**config.mk**
```make
export PLATFORM = sky130hd
export DESIGN_NAME = prio_intc
export DESIGN_NICKNAME = d
export VERILOG_FILES = /design/src/rtl/prio_intc_pkg.sv /design/src/rtl/prio_intc_ctrl.sv /design/src/rtl/prio_intc_lifo.sv /design/src/rtl/prio_intc_dpath.sv /design/src/rtl/prio_intc.sv
export SDC_FILE = /design/constraint.sdc
export NUM_CORES = 1
export LEC_CHECK = 0
export ABC_AREA = 1
export BUFFER_PORTS_ARGS = -buffer_cell sky130_fd_sc_hd__buf_2
export CAP_MARGIN = 20
export CORE_AREA = 2 2 107 109
export DETAILED_ROUTE_END_ITERATION = 8
export DIE_AREA = 0 0 109 111
export PLACE_DENSITY = 0.84
export SLEW_MARGIN = 20
export SYNTH_ARGS = -nofsm -noshare
export SYNTH_HDL_FRONTEND = slang
export SYNTH_HIERARCHICAL = 1
export SYNTH_SLANG_ARGS = --single-unit
```
**constraint.sdc**
```tcl
create_clock -name clk -period 16.7 [get_ports clk]
set_input_delay 4.175 -clock clk [delete_from_list [all_inputs] [get_ports clk]]
set_output_delay 4.175 -clock clk [all_outputs]
set_load 0.03 [all_outputs]
```
**src/rtl/prio_intc_pkg.sv**
```systemverilog
package prio_intc_pkg;

  localparam int ADR_CUR  = 0;
  localparam int ADR_ACK  = 1;
  localparam int ADR_EOI  = 2;
  localparam int ADR_SRC0 = 4;

  typedef enum logic [1:0] {
    RD_NONE = 2'd0,
    RD_CUR  = 2'd1,
    RD_ACK  = 2'd2,
    RD_SRC  = 2'd3
  } rdSel_e;

  typedef struct packed {
    logic   wrCur;
    logic   wrSrc;
    logic   ackRd;
    logic   eoiWr;
    rdSel_e rdSel;
  } strobe_t;

endpackage

```
**src/rtl/prio_intc_ctrl.sv**
```systemverilog
module prio_intc_ctrl
  import prio_intc_pkg::*;
#(
  parameter int NUM_SRC = 8,
  parameter int ADDR_W  = 8,
  localparam int IDX_W  = $clog2(NUM_SRC)
) (
  input  logic              busWr,
  input  logic              busRd,
  input  logic [ADDR_W-1:0] busAddr,
  output strobe_t           stb,
  output logic [IDX_W-1:0]  srcIdx
);

  logic srcHit;
  logic rdOnly;

  always_comb begin
    srcHit = 1'b0;
    srcIdx = '0;
    for (int i = 0; i < NUM_SRC; i++) begin
      if (busAddr == ADDR_W'(ADR_SRC0 + i)) begin
        srcHit = 1'b1;
        srcIdx = IDX_W'(i);
      end
    end
  end

  // A write wins if both strobes are raised together.
  assign rdOnly = busRd && !busWr;

  always_comb begin
    stb       = '0;
    stb.rdSel = RD_NONE;
    stb.wrCur = busWr && (busAddr == ADDR_W'(ADR_CUR));
    stb.eoiWr = busWr && (busAddr == ADDR_W'(ADR_EOI));
    stb.wrSrc = busWr && srcHit;
    stb.ackRd = rdOnly && (busAddr == ADDR_W'(ADR_ACK));
    if (rdOnly) begin
      if (busAddr == ADDR_W'(ADR_CUR))      stb.rdSel = RD_CUR;
      else if (busAddr == ADDR_W'(ADR_ACK)) stb.rdSel = RD_ACK;
      else if (srcHit)                      stb.rdSel = RD_SRC;
    end
  end

endmodule

```
**src/rtl/prio_intc_lifo.sv**
```systemverilog
module prio_intc_lifo #(
  parameter int DEPTH = 16,
  parameter int W     = 4,
  localparam int PTR_W = $clog2(DEPTH),
  localparam int CNT_W = $clog2(DEPTH + 1)
) (
  input  logic         clk,
  input  logic         rstN,
  input  logic         push,
  input  logic         pop,
  input  logic [W-1:0] pushData,
  output logic [W-1:0] topData,
  output logic         empty,
  output logic         full
);

  logic [W-1:0]     mem [DEPTH];
  logic [CNT_W-1:0] cnt;

  assign empty = (cnt == '0);
  assign full  = (cnt == CNT_W'(DEPTH));

  // An empty stack presents level 0 as its top.
  assign topData = empty ? '0 : mem[PTR_W'(cnt - 1'b1)];

  always_ff @(posedge clk or negedge rstN) begin
    if (!rstN) begin
      cnt <= '0;
    end else if (push && !full) begin
      cnt <= cnt + 1'b1;
    end else if (pop && !empty) begin
      cnt <= cnt - 1'b1;
    end
  end

  always_ff @(posedge clk) begin
    if (push && !full) mem[PTR_W'(cnt)] <= pushData;
  end

endmodule

```
**src/rtl/prio_intc_dpath.sv**
```systemverilog
module prio_intc_dpath
  import prio_intc_pkg::*;
#(
  parameter int NUM_SRC = 8,
  parameter int PRI_W   = 4,
  parameter int DATA_W  = 32,
  localparam int IDX_W  = $clog2(NUM_SRC)
) (
  input  logic               clk,
  input  logic               rstN,
  input  strobe_t            stb,
  input  logic [IDX_W-1:0]   srcIdx,
  input  logic [PRI_W-1:0]   wrData,
  input  logic [NUM_SRC-1:0] srcReq,
  input  logic [PRI_W-1:0]   popData,
  output logic [PRI_W-1:0]   curPri,
  output logic [IDX_W-1:0]   vecReg,
  output logic               irqOut,
  output logic [DATA_W-1:0]  rdData
);

  logic [PRI_W-1:0] srcPri [NUM_SRC];
  logic             bestValid;
  logic [PRI_W-1:0] bestPri;
  logic [IDX_W-1:0] bestIdx;
  logic             irqNext;

  for (genvar g = 0; g < NUM_SRC; g++) begin : g_pri
    always_ff @(posedge clk or negedge rstN) begin
      if (!rstN)                                  srcPri[g] <= '0;
      else if (stb.wrSrc && srcIdx == IDX_W'(g))  srcPri[g] <= wrData;
    end
  end

  // Scan upward; replace only on a strictly higher level, so ties keep the lower index.
  always_comb begin
    bestValid = 1'b0;
    bestPri   = '0;
    bestIdx   = '0;
    for (int i = 0; i < NUM_SRC; i++) begin
      if (srcReq[i] && (!bestValid || srcPri[i] > bestPri)) begin
        bestValid = 1'b1;
        bestPri   = srcPri[i];
        bestIdx   = IDX_W'(i);
      end
    end
  end

  assign irqNext = bestValid && (bestPri > curPri);

  always_ff @(posedge clk or negedge rstN) begin
    if (!rstN) begin
      curPri <= '0;
    end else if (stb.ackRd) begin
      curPri <= srcPri[vecReg];
    end else if (stb.eoiWr) begin
      curPri <= popData;
    end else if (stb.wrCur) begin
      curPri <= wrData;
    end
  end

  always_ff @(posedge clk or negedge rstN) begin
    if (!rstN) begin
      irqOut <= 1'b0;
      vecReg <= '0;
    end else if (stb.ackRd) begin
      irqOut <= 1'b0;
    end else begin
      irqOut <= irqNext;
      if (irqNext && !irqOut) vecReg <= bestIdx;
    end
  end

  always_comb begin
    case (stb.rdSel)
      RD_CUR:  rdData = DATA_W'(curPri);
      RD_ACK:  rdData = DATA_W'(vecReg) << 2;
      RD_SRC:  rdData = DATA_W'(srcPri[srcIdx]);
      default: rdData = '0;
    endcase
  end

endmodule

```
**src/rtl/prio_intc.sv**
```systemverilog
module prio_intc
  import prio_intc_pkg::*;
#(
  parameter int NUM_SRC = 8,
  parameter int PRI_W   = 4,
  parameter int ADDR_W  = 8,
  parameter int DATA_W  = 32,
  localparam int IDX_W  = $clog2(NUM_SRC),
  localparam int DEPTH  = 1 << PRI_W
) (
  input  logic               clk,
  input  logic               rstN,
  input  logic [NUM_SRC-1:0] srcReq,
  input  logic               busWr,
  input  logic               busRd,
  input  logic [ADDR_W-1:0]  busAddr,
  input  logic [PRI_W-1:0]   busWdata,
  output logic [DATA_W-1:0]  busRdata,
  output logic               irqOut
);

  strobe_t          stb;
  logic [IDX_W-1:0] srcIdx;
  logic [PRI_W-1:0] curPri;
  logic [PRI_W-1:0] lifoTop;
  logic [IDX_W-1:0] vecReg;
  logic             lifoEmpty;
  logic             lifoFull;

  prio_intc_ctrl #(.NUM_SRC(NUM_SRC), .ADDR_W(ADDR_W)) u_ctrl (
    .busWr   (busWr),
    .busRd   (busRd),
    .busAddr (busAddr),
    .stb     (stb),
    .srcIdx  (srcIdx)
  );

  prio_intc_lifo #(.DEPTH(DEPTH), .W(PRI_W)) u_lifo (
    .clk      (clk),
    .rstN     (rstN),
    .push     (stb.ackRd),
    .pop      (stb.eoiWr),
    .pushData (curPri),
    .topData  (lifoTop),
    .empty    (lifoEmpty),
    .full     (lifoFull)
  );

  prio_intc_dpath #(.NUM_SRC(NUM_SRC), .PRI_W(PRI_W), .DATA_W(DATA_W)) u_dpath (
    .clk     (clk),
    .rstN    (rstN),
    .stb     (stb),
    .srcIdx  (srcIdx),
    .wrData  (busWdata),
    .srcReq  (srcReq),
    .popData (lifoTop),
    .curPri  (curPri),
    .vecReg  (vecReg),
    .irqOut  (irqOut),
    .rdData  (busRdata)
  );

endmodule

```
==> out/metrics.cfg <==
[global_routing]
grt.overflow.total=0
number_of_antenna_violations_at_the_first_check_in_global_routing=0
maximum_number_of_pins_on_one_net_before_global_route_repair=46
grt_pass1_vias=5499
track_usage_pct=28.06
grt_first_pass_wirelength_um=26250

[sta]
finalClockSkew_ps=5.599
slew_of_the_pin_with_the_lowest_slew_margin_ps=903.0
final_hold_viol_count=0
post-route-period-util_pct=80.35
totalNegativeSetupSlack_ps=0
finalWorstSetupSlack_ps=3282
grt_setup_unrepaired=false
setup_viol=0
fin_crit_ps=13420
max-slew-margin-rel_pct=39.34
finalHoldWorstSlack_ps=494.3
fmaxAchievable_mhz=74.53
maxSlewViolCount=0

[critical_path]
critPathSlowestCell=or2_2
critPathArrivalTime_ps=13630
worstRegToRegCells=83
setup.worst_path.end_class=register
crit_required_ps=16910
regToRegSetupSlack_ps=6760
worst-path-max-fanout=8
timing.setup.critical_path_class=in2reg
critical-path-top-cell-by-count=nand2_1
regToRegStartpoint=u_dpath/srcPri[29]
cp_slowest_stage_delay_ps=340
crit_path_start_kind=primary input
r2r_end=u_dpath/vecReg[1]

[yosys]
synth_area_um2=6902
post_synth_inst_count=869
synthesis.area_per_instance_um2=7.942
synth.yosys.warnings=6

[floorplan]
die_width_um=109
floorplan.io_pins=57
rows=39
floorplan.die_area_um2=12100
floorplan.initialDensity_pct=62.31
placeableCoreArea_um2=11080
die_y_um=111

[power]
static-leakage-power_nw=3.361
totalPowerFinal_uw=770.6
max-vdd-ir-drop_mv=0.06096
pwr_density_cell_nw_per_um2=105.2

[placed_design]
post-place-ws_ps=3003
placer_s_final_routability_congestion_estimate=0.9694
io_buffer_count=29
place.detailed.instances=1022
post-dp-hpwl_um=11890
postPlaceCellArea_um2=7030

[clocking]
clock_sinks=109
clock_tree_from_tritoncts=done
cts_hold_buf=0
cts-root-to-sink-buffers=2
postCtsResizedCells=0
cts_htree_levels=3
post_cts.repair.setup_buffers=0
clkTransAtPathRegs_ps=80
clk-insertion-delay-late_ps=350
cts_buffer_count=9
clock_tree.root_cell=clkbuf_16

[finish]
summed_area_of_non_filler_cells_in_the_final_layout_um2=7327
post-route-util_pct=66.15
stdcell_count=1038
final_layout_size_suffix_gt1_share_pct=8.603
final_net_count=951
antenna_cells=0
area_growth_pct=6.164

[routing]
met1Wirelength_um=6558
drtIter0Drc=496
firstDrtPassIters=6
met2_wirelength_um=8168
drt_drc_violations_left=0
route.final.wire_length_um=16340
highest_metal_used=met4
viasPerCell=5.693
drt.antenna.violating_nets=0
wl_met3_um=1162
routed_wire_length_per_instance_um=15.74
dr_total_vias=5909

[worst_hold_path]
holdPathEnd=u_lifo/cnt[4]
holdPathStages=2
timing.hold.worst.class=reg2reg
min_from=u_lifo/cnt[4]

[outcome]
run_status=finished, final reports clean

[flow_run]
max_cap_viol_count=0

## state kept, by name, indices dropped and copies added, names as in the netlist
signal / flops
u_dpath/curPri: 4
u_dpath/vecReg: 3
u_dpath/irqOut: 1
u_lifo/cnt: 5
u_dpath/srcPri: 32
u_lifo/mem: 64
## layer usage
metal | track usage [%] | vias to the layer above
met5 | 0 | -
met4 | 10.09 | 0
met3 | 4.409 | 39
met2 | 47.87 | 244
met1 | 35.81 | 2742
li1 | - | 2884
## worst max-delay path: cells and delay by family
kind                       cells  cell delay (ps)
and+or+nand+nor               50             4530
adders and majority gates      8             2250
AOI/OAI and AO/OA             16             1620
buffers and inverters         10             1000
## layout by cell type, fill, tap and decap left out, types with 3 or more instances in the layout
| cell | n |
|---|---|
| a21oi_1 | 33 |
| a221oi_1 | 5 |
| a31oi_1 | 5 |
| and2_1 | 12 |
| buf_2 | 28 |
| clkbuf_16 | 9 |
| clkinv_4 | 4 |
| conb_1 | 27 |
| dfrtp_1 | 45 |
| edfxtp_1 | 64 |
| ha_1 | 37 |
| inv_1 | 83 |
| inv_2 | 4 |
| nand2_1 | 260 |
| nand2_2 | 5 |
| nand3_1 | 92 |
| nor2_1 | 51 |
| nor2_2 | 6 |
| nor3_1 | 4 |
| o2111ai_1 | 4 |
| o211ai_1 | 3 |
| o21ai_0 | 68 |
| o21ai_1 | 3 |
| o21bai_1 | 3 |
| o22ai_1 | 4 |
| or2_2 | 3 |
| xor2_1 | 4 |
## area by class of cell
class                      instances  area [µm²]
timing repair buffer              30       155.1
clock buffer                       9       225.2
fill                             956        3750
tap                              143       178.9
inverter                          91       345.3
multi-input combinational        649        3306
sequential                       109        3048
clock inverter                     7       68.82
## power breakdown
part / leakage, nW / switching (mW) / total [mW] / internal (mW)
logic: 2.04 / 0.154 / 0.237 / 0.0834
registers: 1.17 / 0.0241 / 0.325 / 0.301
clock network: 0.143 / 0.104 / 0.208 / 0.105
## worst max path at each step
stage,startpoint,to,slack (ps),depth (start not counted)
floorplan,srcReq[0],u_dpath/vecReg[2],4230,83
global placement,srcReq[0],u_dpath/vecReg[1],3470,83
detailed placement,srcReq[0],u_dpath/vecReg[1],3000,84
CTS,srcReq[0],u_dpath/vecReg[1],3350,84
global route,srcReq[0],u_dpath/vecReg[1],2030,85
finish,srcReq[0],u_dpath/vecReg[1],3280,84
Note: power is estimated with default switching activity, not from simulation.
